`src/rtl/irq_merge_pkg.sv`:
```
package irq_merge_pkg;
  localparam int unsigned PINS_PER_DEV = 4;

  // Line that a given slot/pin pair feeds.
  function automatic int unsigned route_line(input int unsigned slot,
                                             input int unsigned pin,
                                             input int unsigned n_lines);
    return (slot + pin) % n_lines;
  endfunction
endpackage

```
`src/rtl/irq_pin_track.sv`:
```
module irq_pin_track #(
  parameter int unsigned PINS = 4
) (
  input  logic            clk,
  input  logic            rst_n,
  input  logic            setup_i,
  input  logic [PINS-1:0] lvl_i,
  output logic [PINS-1:0] rise_o,
  output logic [PINS-1:0] fall_o,
  output logic [PINS-1:0] held_o
);
  logic [PINS-1:0] held_q;

  always_comb begin
    if (setup_i) begin
      rise_o = '0;
      fall_o = held_q;
    end else begin
      rise_o = lvl_i & ~held_q;
      fall_o = ~lvl_i & held_q;
    end
  end

  always_ff @(posedge clk or negedge rst_n) begin
    if (!rst_n)       held_q <= '0;
    else if (setup_i) held_q <= '0;
    else              held_q <= lvl_i;
  end

  assign held_o = held_q;
endmodule

```
`src/rtl/irq_tally.sv`:
```
module irq_tally #(
  parameter int unsigned W  = 8,
  parameter int unsigned CW = 4
) (
  input  logic [W-1:0]  bits_i,
  output logic [CW-1:0] n_o
);
  always_comb begin
    n_o = '0;
    for (int i = 0; i < int'(W); i++) n_o = n_o + CW'(bits_i[i]);
  end
endmodule

```
`src/rtl/irq_line_count.sv`:
```
module irq_line_count #(
  parameter int unsigned CW = 4
) (
  input  logic          clk,
  input  logic          rst_n,
  input  logic [CW-1:0] ups_i,
  input  logic [CW-1:0] dns_i,
  output logic [CW-1:0] cnt_o
);
  logic [CW-1:0] cnt_q;

  function automatic logic [CW-1:0] step(input logic [CW-1:0] cur,
                                         input logic [CW-1:0] up,
                                         input logic [CW-1:0] dn);
    return cur + up - dn;
  endfunction

  always_ff @(posedge clk or negedge rst_n) begin
    if (!rst_n) cnt_q <= '0;
    else        cnt_q <= step(cnt_q, ups_i, dns_i);
  end

  assign cnt_o = cnt_q;
endmodule

```
`src/rtl/shared_irq_merge.sv`:
```
module shared_irq_merge
  import irq_merge_pkg::*;
#(
  parameter int unsigned NUM_DEV   = 8,
  parameter int unsigned NUM_LINES = 4
) (
  input  logic                           clk,
  input  logic                           rst_n,
  input  logic [NUM_DEV*PINS_PER_DEV-1:0] dev_lvl_i,
  input  logic [NUM_DEV-1:0]             slot_setup_i,
  output logic [NUM_LINES-1:0]           line_irq_o
);
  localparam int unsigned NSRC  = NUM_DEV * PINS_PER_DEV;
  localparam int unsigned CNT_W = $clog2(NSRC + 1);

  // Per-pin events and stored levels, visible to the checker.
  logic [NSRC-1:0] rise_all;
  logic [NSRC-1:0] fall_all;
  logic [NSRC-1:0] pin_held;

  logic [NUM_LINES-1:0][NSRC-1:0]  up_mask;
  logic [NUM_LINES-1:0][NSRC-1:0]  dn_mask;
  logic [NUM_LINES-1:0][CNT_W-1:0] line_ups;
  logic [NUM_LINES-1:0][CNT_W-1:0] line_dns;
  logic [NUM_LINES-1:0][CNT_W-1:0] line_cnt;

  for (genvar d = 0; d < int'(NUM_DEV); d++) begin : g_dev
    irq_pin_track #(.PINS(PINS_PER_DEV)) trk_i (
      .clk     (clk),
      .rst_n   (rst_n),
      .setup_i (slot_setup_i[d]),
      .lvl_i   (dev_lvl_i[d*PINS_PER_DEV +: PINS_PER_DEV]),
      .rise_o  (rise_all[d*PINS_PER_DEV +: PINS_PER_DEV]),
      .fall_o  (fall_all[d*PINS_PER_DEV +: PINS_PER_DEV]),
      .held_o  (pin_held[d*PINS_PER_DEV +: PINS_PER_DEV])
    );
  end

  for (genvar l = 0; l < int'(NUM_LINES); l++) begin : g_line
    for (genvar s = 0; s < int'(NSRC); s++) begin : g_src
      localparam int unsigned LN =
        route_line(s / PINS_PER_DEV, s % PINS_PER_DEV, NUM_LINES);
      assign up_mask[l][s] = (int'(LN) == l) ? rise_all[s] : 1'b0;
      assign dn_mask[l][s] = (int'(LN) == l) ? fall_all[s] : 1'b0;
    end

    irq_tally #(.W(NSRC), .CW(CNT_W)) up_tally_i (
      .bits_i (up_mask[l]),
      .n_o    (line_ups[l])
    );
    irq_tally #(.W(NSRC), .CW(CNT_W)) dn_tally_i (
      .bits_i (dn_mask[l]),
      .n_o    (line_dns[l])
    );
    irq_line_count #(.CW(CNT_W)) cnt_i (
      .clk   (clk),
      .rst_n (rst_n),
      .ups_i (line_ups[l]),
      .dns_i (line_dns[l]),
      .cnt_o (line_cnt[l])
    );

    assign line_irq_o[l] = (line_cnt[l] != '0);
  end
endmodule

```
`config.mk`:
```
export PLATFORM = sky130hd
export DESIGN_NAME = shared_irq_merge
export DESIGN_NICKNAME = d
export VERILOG_FILES = /design/src/rtl/irq_merge_pkg.sv /design/src/rtl/irq_pin_track.sv /design/src/rtl/irq_tally.sv /design/src/rtl/irq_line_count.sv /design/src/rtl/shared_irq_merge.sv
export SDC_FILE = /design/constraint.sdc
export NUM_CORES = 1
export LEC_CHECK = 0
export BUFFER_PORTS_ARGS = -buffer_cell sky130_fd_sc_hd__buf_2
export CAP_MARGIN = 20
export CORE_MARGIN = 5
export CORE_UTILIZATION = 41
export CTS_CLUSTER_DIAMETER = 80
export CTS_CLUSTER_SIZE = 12
export DETAILED_ROUTE_END_ITERATION = 7
export PLACE_DENSITY = 0.62
export SYNTH_ARGS = -nofsm -noshare
export SYNTH_HDL_FRONTEND = slang
export SYNTH_SLANG_ARGS = --single-unit
```
`constraint.sdc`:
```
create_clock -name clk -period 8.6 [get_ports clk]
set_clock_uncertainty 0.1 [all_clocks]
set_input_delay 2.15 -clock clk [delete_from_list [all_inputs] [get_ports clk]]
set_output_delay 2.15 -clock clk [all_outputs]
set_load 0.01 [all_outputs]
```
==> impl_metrics.json, run 1 <==
{
  "synth_area_mm2": 0.004463,
  "dieArea_mm2": 0.01307,
  "final_util_pct": 46.40,
  "io_buffers": 45,
  "reg2reg_depth": 15,
  "wire_per_inst_um": 12.26,
  "start_util_pct": 41.53,
  "drc": 0,
  "yosysWarnings": 0,
  "period_needed_ns": 6.367,
  "max-cap-violations": 0,
  "whs_ns": 0.4090,
  "outcome": "completed",
  "fp.coreArea_mm2": 0.01075,
  "timing.fmax_mhz": 157.1,
  "worstPathArrival_ns": 6.51,
  "crit_start": "slot_setup_i[1]",
  "grt_max_degree": 57,
  "r2r_slack_ns": 3.99,
  "setup-tns-final_ns": 0,
  "post_cts_buffers": 0,
  "synth-seq-cells": 56,
  "placed_cells": 607,
  "ctsHtreeMaxLevel": 2,
  "tritoncts": "done",
  "mostFrequentLayoutCell": "inv_1",
  "wl_um": 7537,
  "p_leak_nw": 2.785,
  "clock_latency_ns": 0.32,
  "antenna_found_initial": 0,
  "grt_pass1_wl_um": 13170,
  "relSlewSlack_pct": 51.30,
  "maxSlewViolCount": 0,
  "start_kind": "primary input",
  "cts.sinks": 56,
  "most-common-layout-cells": "inv_1, ha_1, dfrtp_1, fa_1, buf_2",
  "die_h_um": 114.3,
  "min_path_type": "reg2reg",
  "root_buffer": "clkbuf_8",
  "hold_violations": 0,
  "cts_buffer_depth": 2,
  "vias": 2666,
  "cp-end-kind": "register",
  "vdd_drop_max_mv": 0.1394,
  "path_clk_slew_ns": 0.10,
  "grt_remaining_overflow": 0,
  "yosysSeqAreaShare_pct": 31.40,
  "post-place-ws_ns": 1.880,
  "worst_pin_slew_ns": 0.7305,
  "worstReg2RegStart": "g_dev[0].trk_i.held_o[3]$_DFF_PN0_",
  "power_density_mw_per_mm2": 334.0,
  "layout.nets": 628,
  "layout.cells.non_filler": 615,
  "grt_pass1_vias": 2954,
  "via_per_inst": 4.335,
  "io_pins": 46,
  "n_antenna_cell": 0,
  "drtIter0Drc": 69,
  "timing.rr.end": "g_line[3].cnt_i.cnt_o[5]$_DFF_PN0_",
  "rows": 38,
  "rsz0062_at_grt": "no",
  "setup.worst_path.class": "in2reg",
  "cp_max_fo": 4,
  "finalCritPeriodShare_pct": 74.03,
  "synth_cell_type_count": 16,
  "synth.net_count": 575,
  "finalWorstSetupSlack_ns": 2.233,
  "ant_nets": 0,
  "dp_hpwl_um": 6354,
  "drt-pass1-iter-count": 4,
  "grt_use_total_pct": 13.01,
  "worstHoldStart": "g_line[3].cnt_i.cnt_o[0]$_DFF_PN0_",
  "drive_above_1_share_pct": 12.21,
  "synthCells": 421,
  "required_ns": 8.74,
  "gp_congestion": 0.7688,
  "worstSetupEndpoint": "g_line[3].cnt_i.cnt_o[5]$_DFF_PN0_",
  "fill_cells": 1028,
  "ctsHoldBuffers": 0,
  "cts.repair.resized": 0,
  "area_growth_pct": 11.72,
  "synth_area_per_cell_um2": 10.60,
  "setup_viol_count_final": 0,
  "cts_inserted_buffers": 5,
  "dieWidth_um": 114.3
}
-- routing by layer --
layer | vias to the layer above | track usage, % | wire, µm
met3 | 12 | 2.484 | 308
met5 | - | 0 | 0
met2 | 43 | 22.33 | 3652
li1 | 1348 | - | -
met4 | 0 | 5.384 | 210
met1 | 1263 | 16.07 | 3366
-- logic make-up after synthesis --
family / after synthesis / share of synthesized area, %
buf+inv: 113 / 9.504
fa+ha+maj: 112 / 39.47
flops: 56 / 31.40
simple gates: 104 / 13.12
compound gates: 16 / 2.579
xor+xnor: 20 / 3.925
-- power breakdown --
group / internal (mW) / switching, mW / total [mW]
registers: 0.360 / 0.0330 / 0.393
clock network: 0.0880 / 0.0969 / 0.185
logic: 0.541 / 0.547 / 1.09
-- how the worst min path moves through the flow --
stage | endpoint | slack [ns] | depth (start not counted)
floorplan | g_line[3].cnt_i.cnt_o[0]$_DFF_PN0_ | 0.37 | 1
global placement | g_line[3].cnt_i.cnt_o[0]$_DFF_PN0_ | 0.38 | 1
detailed placement | g_line[3].cnt_i.cnt_o[0]$_DFF_PN0_ | 0.39 | 1
CTS | g_line[3].cnt_i.cnt_o[0]$_DFF_PN0_ | 0.41 | 1
global route | g_line[3].cnt_i.cnt_o[0]$_DFF_PN0_ | 0.44 | 1
finish | g_line[3].cnt_i.cnt_o[0]$_DFF_PN0_ | 0.41 | 1
-- worst max-delay path, cell delays in order --
cell      delay (ns)
buf_2           0.14
nand2b_1        0.18
and2_1          0.18
ha_1            0.29
fa_1            0.48
fa_1            0.49
inv_1           0.06
fa_1            0.53
inv_1           0.05
fa_1            0.40
inv_1           0.07
fa_1            0.41
ha_1            0.24
fa_1            0.40
a21o_1          0.18
a21oi_2         0.14
xnor2_1         0.13
-- layout make-up --
cell class	count	area (µm²)	share of cell area (%)
multi-input combinational	252	2638	52.90
clock inverter	3	46.29	0.9285
timing repair buffer	46	232.7	4.668
clock buffer	5	68.82	1.380
inverter	113	424.2	8.507
tap	140	175.2	3.513
sequential	56	1401	28.11
-- flip-flops by register name, indices dropped and copies added, names as in the netlist --
signal and count:
g_dev.trk_i.held_o 32, g_line.cnt_i.cnt_o 24
-- Yosys cell counts (all sizes together) --
cell | instances | area share [%]
nor2 | 21 | 1.8
xor2 | 5 | 0.98
nor2b | 26 | 3.6
dfrtp | 56 | 31
xnor2 | 15 | 2.9
and2 | 14 | 2.0
nor4 | 1 | 0.14
nand2b | 34 | 4.8
ha | 64 | 18
a21oi | 8 | 1.2
nand2 | 5 | 0.42
nand4 | 3 | 0.42
a21o | 8 | 1.3
fa | 48 | 22
inv | 113 | 9.5
-- through the flow --
step / instance area (µm²) / total power [mW]
after floorplan: 4463 / 1.302
after global placement: 4871 / 1.463
after detailed placement: 4871 / 1.515
after CTS: 4986 / 1.713
after global routing: 4986 / 1.898
final: 4986 / 1.665
Power figures use the tool's default switching activity.
==> run 2: changes to the inputs <==
clock period = 6.3 ns   (was 8.6 ns; I/O delays follow)
==> impl_metrics.json, run 2 (same netlist as run 1, synthesis figures left out) <==
{
  "n_antenna_cell": 0,
  "drtIter0Drc": 61,
  "worstHoldStart": "g_line[3].cnt_i.cnt_o[0]$_DFF_PN0_",
  "power_density_mw_per_mm2": 451.1,
  "grt_pass1_vias": 2931,
  "vias": 2686,
  "layout.nets": 628,
  "finalCritPeriodShare_pct": 92.07,
  "dp_hpwl_um": 6365,
  "min_path_type": "reg2reg",
  "setup-tns-final_ns": 0,
  "rows": 38,
  "min_to": "g_line[3].cnt_i.cnt_o[0]$_DFF_PN0_",
  "largest_reg_flops": 32,
  "area_growth_pct": 11.24,
  "outcome": "completed",
  "path_clk_slew_ns": 0.10,
  "ant_nets": 0,
  "dieWidth_um": 114.3,
  "maxSlewViolCount": 0,
  "reg2reg_depth": 15,
  "io_pins": 46,
  "io_buffers": 45,
  "cts_buffer_depth": 2,
  "hold_depth": 1,
  "hold_violations": 0,
  "setup.worst_path.class": "in2reg",
  "period_needed_ns": 5.800,
  "grt_use_total_pct": 13.01,
  "cts_inserted_buffers": 5,
  "clock_latency_ns": 0.32,
  "p_leak_nw": 2.774,
  "wire_per_inst_um": 12.32,
  "grt_remaining_overflow": 0,
  "start_kind": "primary input",
  "worstPathArrival_ns": 5.94,
  "grt_pass1_wl_um": 13160,
  "cp-end-kind": "register",
  "worst_pin_slew_ns": 0.7395,
  "die_h_um": 114.3,
  "fill_cells": 1038,
  "post_cts_buffers": 0,
  "timing.rr.end": "g_line[3].cnt_i.cnt_o[5]$_DFF_PN0_",
  "via_per_inst": 4.367,
  "cts.repair.resized": 0,
  "antenna_found_initial": 0,
  "cp_max_fo": 4,
  "wl_um": 7575,
  "drc": 0,
  "r2r_slack_ns": 1.69,
  "drt-pass1-iter-count": 3,
  "max-cap-violations": 0,
  "drive_above_1_share_pct": 12.00,
  "gp_congestion": 0.7686,
  "tritoncts": "done",
  "cts.sinks": 56,
  "multi_input_area_mm2": 0.002638,
  "dieArea_mm2": 0.01307,
  "root_buffer": "clkbuf_8",
  "mostFrequentLayoutCell": "inv_1",
  "p_total_mw": 2.239,
  "rsz0062_at_grt": "no",
  "vdd_drop_max_mv": 0.1879,
  "fp.coreArea_mm2": 0.01075,
  "worstReg2RegStart": "g_dev[0].trk_i.held_o[3]$_DFF_PN0_",
  "ctsHoldBuffers": 0,
  "seq_area_mm2": 0.001401,
  "ctsHtreeMaxLevel": 2,
  "setup_viol_count_final": 0,
  "relSlewSlack_pct": 50.70,
  "most-common-layout-cells": "inv_1, ha_1, dfrtp_1, fa_1, buf_2",
  "start_util_pct": 41.53,
  "timing.fmax_mhz": 172.4,
  "grt_max_degree": 57,
  "required_ns": 6.44
}
[run 2: worst max-delay path by stage]
stage	start	end
2_1_floorplan	slot_setup_i[0]	g_line[3].cnt_i.cnt_o[5]$_DFF_PN0_
3_3_place_gp	slot_setup_i[0]	g_line[2].cnt_i.cnt_o[5]$_DFF_PN0_
3_5_place_dp	slot_setup_i[0]	g_line[3].cnt_i.cnt_o[5]$_DFF_PN0_
4_1_cts	slot_setup_i[0]	g_line[3].cnt_i.cnt_o[5]$_DFF_PN0_
5_1_grt	slot_setup_i[0]	g_line[2].cnt_i.cnt_o[5]$_DFF_PN0_
6_report	slot_setup_i[0]	g_line[3].cnt_i.cnt_o[5]$_DFF_PN0_
[run 2: layer usage]
layer	routed length (µm)	part of all wire (%)	vias up	global-route usage, %
li1	-	-	1354	-
met1	3426	45	1283	16.28
met2	3701	49	38	22.72
met3	318	4.2	11	2.748
met4	129	1.7	0	3.721
met5	0	0	-	0
[run 2: power breakdown]
group | switching [mW] | total (mW) | leakage [nW] | internal, mW
clock | 0.125 | 0.215 | 0.0445 | 0.0899
combinational | 0.750 | 1.49 | 2.04 | 0.738
sequential | 0.0452 | 0.537 | 0.692 | 0.491
total | 0.920 | 2.24 | 2.77 | 1.32
[run 2: layout make-up]
class	instances	share of cell area (%)
clock buffers	7	1.739
clock inverters	1	0.1512
inverters	113	8.543
multi-input cells	252	53.13
flip-flops and latches	56	28.23
well taps	140	3.528
repair buffers	46	4.687
[run 2: critical path: stages]
cell	delay, ns
buf_2	0.13
nand2b_1	0.16
and2_1	0.17
ha_1	0.31
fa_1	0.48
fa_1	0.49
inv_1	0.06
fa_1	0.53
inv_1	0.06
fa_1	0.41
inv_1	0.07
fa_1	0.41
ha_1	0.24
fa_1	0.40
a21o_1	0.18
a21oi_2	0.14
xnor2_1	0.13
[run 2: per-stage QoR]
stage | worst slack, ns | util, % | hold slack [ns] | std cells | area [µm²]
floorplan | 0.4673 | - | 0.3670 | 421 | 4463
global placement | 0.1942 | 45.33 | 0.3843 | 607 | 4871
detailed placement | 0.1523 | 45.33 | 0.3911 | 607 | 4871
CTS | 0.4884 | 46.20 | 0.4173 | 615 | 4965
global route | 0.2728 | 46.20 | 0.4346 | 615 | 4965
finish | 0.4996 | 46.20 | 0.4092 | 615 | 4965
==> run 3: changes to the inputs <==
ABC_AREA = 1   (was default)
==> impl_metrics.json, run 3 <==
{
  "hold_depth": 1,
  "dp_hpwl_um": 7508,
  "cp_cell_sequence": "buf_2 > nor2_1 > nor2_1 > ha_1 > fa_1 > fa_1 > fa_1 > inv_1 > fa_1 > inv_1 > fa_1 > inv_1 > ha_1 > inv_1 > fa_1 > nor2_1 > nor2_1 > nand3_1 > nand2_1",
  "setup-tns-final_ns": 0,
  "synth_edf_count": 0,
  "worstReg2RegStart": "g_dev[0].trk_i.held_o[2]$_DFF_PN0_",
  "via_per_inst": 4.513,
  "grt-busiest-layer": "met2",
  "timing.fmax_mhz": 176.7,
  "synth-seq-cells": 56,
  "power_frac_seq_pct": 21.5,
  "outcome": "completed",
  "synth.net_count": 706,
  "cp-end-kind": "register",
  "yosysWarnings": 0,
  "grt_pass1_wl_um": 15870,
  "ant_nets": 0,
  "ctsHoldBuffers": 0,
  "root_buffer": "clkbuf_16",
  "wl_um": 8825,
  "synthCells": 552,
  "drtIter0Drc": 163,
  "max-cap-violations": 0,
  "worstPathArrival_ns": 5.75,
  "worstHoldStart": "g_line[3].cnt_i.cnt_o[0]$_DFF_PN0_",
  "die_h_um": 117.4,
  "post_cts_buffers": 0,
  "start_util_pct": 41.56,
  "io_pins": 46,
  "drc": 0,
  "setup_viol_count_final": 0,
  "grt_max_degree": 57,
  "reg2reg_depth": 18,
  "period_needed_ns": 5.659,
  "path_clk_slew_ns": 0.07,
  "use_met1_pct": 18.25,
  "tritoncts": "done",
  "clock_latency_ns": 0.29,
  "area_growth_pct": 11.57,
  "most-common-layout-cells": "inv_1, nor2_1, nand2_1, ha_1, dfrtp_1",
  "sw_frac_of_total_pct": 45.02,
  "layout.cells.non_filler": 743,
  "cts.sinks": 56,
  "grt_use_total_pct": 13.88,
  "grt_remaining_overflow": 0,
  "p_leak_nw": 3.046,
  "fill_cells": 1102,
  "synth_common_cells": "inv_1, nor2_1, nand2_1",
  "p_comb_share_pct": 66.0,
  "maxSlewViolCount": 0,
  "gp_congestion": 0.8149,
  "required_ns": 6.39,
  "finalCritPeriodShare_pct": 89.83,
  "cts_inserted_buffers": 5,
  "worst_pin_slew_ns": 0.7363,
  "worst-path-buf-inv": 5,
  "dieArea_mm2": 0.01377,
  "power_density_mw_per_mm2": 473.9,
  "switching_power_mw": 1.125,
  "rsz0062_at_grt": "no",
  "grt_pass1_vias": 3628,
  "synthArstFlopShare_pct": 100.0,
  "place_area_mm2": 0.005117,
  "cts.repair.resized": 0,
  "crit_family": "adder cells",
  "grt_use_met3_pct": 2.936,
  "crit_top_cell": "fa_1",
  "r2r_slack_ns": 1.83,
  "relSlewSlack_pct": 50.91,
  "drive_above_1_share_pct": 8.667,
  "dieWidth_um": 117.4,
  "layout.nets": 755,
  "setup.worst_path.class": "in2reg",
  "mostFrequentLayoutCell": "inv_1",
  "p_total_mw": 2.499,
  "synth_top_cell_area_share_pct": 29.65,
  "synth_area_leader_cell": "dfrtp_1",
  "synth_cell_type_count": 14,
  "use_met2_pct": 23.48,
  "antenna_found_initial": 0,
  "slowest_stage": "fa_1",
  "critPathMaxStageDelay_ns": 0.54,
  "vias": 3353,
  "fp.coreArea_mm2": 0.01137,
  "hold_violations": 0,
  "pwr-share-clk_pct": 12.5,
  "cts_buffer_depth": 2,
  "placed_cells": 737,
  "min_to": "g_line[3].cnt_i.cnt_o[0]$_DFF_PN0_",
  "synth.area.top_cells": "dfrtp_1, fa_1, ha_1",
  "ys.flop_type": "dfrtp_1",
  "start_kind": "primary input",
  "rows": 39,
  "drt-pass1-iter-count": 4,
  "fin_area_mm2": 0.005273,
  "yosysSeqAreaShare_pct": 29.65,
  "n_antenna_cell": 0,
  "synth_area_per_cell_um2": 8.561,
  "timing.rr.end": "g_line[2].cnt_i.cnt_o[5]$_DFF_PN0_",
  "synth_area_mm2": 0.004726,
  "wire_per_inst_um": 11.88,
  "ctsHtreeMaxLevel": 2,
  "largest_reg_flops": 32,
  "vdd_drop_max_mv": 0.2363,
  "internal-power_mw": 1.374,
  "yosysMostFrequentCell": "inv_1",
  "cp_max_fo": 8,
  "io_buffers": 45,
  "min_path_type": "reg2reg"
}
==> run 3: cell types whose count changed after synthesis, sizes merged, moves of 2 or more <==
cell,delta
nand2b,-34
inv,+66
nor2,+46
nor3,+21
and2,-14
a21oi,-8
o21ai,+6
nand2,+61
nor2b,-26
a21o,-8
nand3,+32
nand4,-2
xnor2,-12
buf,+3
==> run 3: layout make-up <==
class	instances	area (µm²)	area share (%)
multi-input combinational	313	2633	49.93
inverter	179	671.9	12.74
clock buffer	5	125.1	2.373
tap	143	178.9	3.393
clock inverter	1	30.03	0.5695
sequential	56	1401	26.58
timing repair buffer	46	232.7	4.414
==> run 3: per-stage QoR <==
step | hold WS, ns | worst slack (ns) | utilization (%)
2_1_floorplan | 0.3670 | 0.5676 | -
3_3_place_gp | 0.3906 | 0.3635 | 45.01
3_5_place_dp | 0.3902 | 0.3292 | 45.01
4_1_cts | 0.4093 | 0.6293 | 46.37
5_1_grt | 0.4227 | 0.3422 | 46.37
6_report | 0.4064 | 0.6410 | 46.37
==> run 3: power by group through the flow <==
stage	logic, mW	registers [mW]	clock network [mW]
after floorplan	1.33	0.530	0
after global placement	1.58	0.542	0
after detailed placement	1.67	0.545	0
after CTS	1.69	0.538	0.321
after global routing	1.97	0.549	0.333
final	1.65	0.537	0.314
==> run 3: cell families (layout without fill, tap and decap cells) <==
kind of cell               after synthesis  count (layout)  synth area share (%)
buffers and inverters                  183             231                 14.64
DFF                                     56              56                 29.65
xor gates and xnor gates                 8               8                 1.483
AOI/OAI and AO/OA                        6               6                0.6355
and+or+nand+nor                        187             187                 16.31
adders and majority gates              112             112                 37.28
==> run 3: worst max-delay path by stage <==
stage                    start                            endpoint  slack, ns  depth (start not counted)
6_report       slot_setup_i[0]  g_line[2].cnt_i.cnt_o[5]$_DFF_PN0_       0.64                         19
5_1_grt        slot_setup_i[0]  g_line[2].cnt_i.cnt_o[5]$_DFF_PN0_       0.34                         20
4_1_cts        slot_setup_i[0]  g_line[2].cnt_i.cnt_o[5]$_DFF_PN0_       0.63                         19
3_5_place_dp   slot_setup_i[0]  g_line[2].cnt_i.cnt_o[5]$_DFF_PN0_       0.33                         19
3_3_place_gp   slot_setup_i[0]  g_line[2].cnt_i.cnt_o[5]$_DFF_PN0_       0.36                         19
2_1_floorplan  slot_setup_i[0]  g_line[3].cnt_i.cnt_o[5]$_DFF_PN0_       0.57                         18
==> run 3: per-layer routing <==
layer | share of wire, % | vias to the layer above
met1 | 47 | 1580
met5 | 0 | -
met2 | 47 | 54
met4 | 1.1 | 0
li1 | - | 1710
met3 | 4.1 | 9
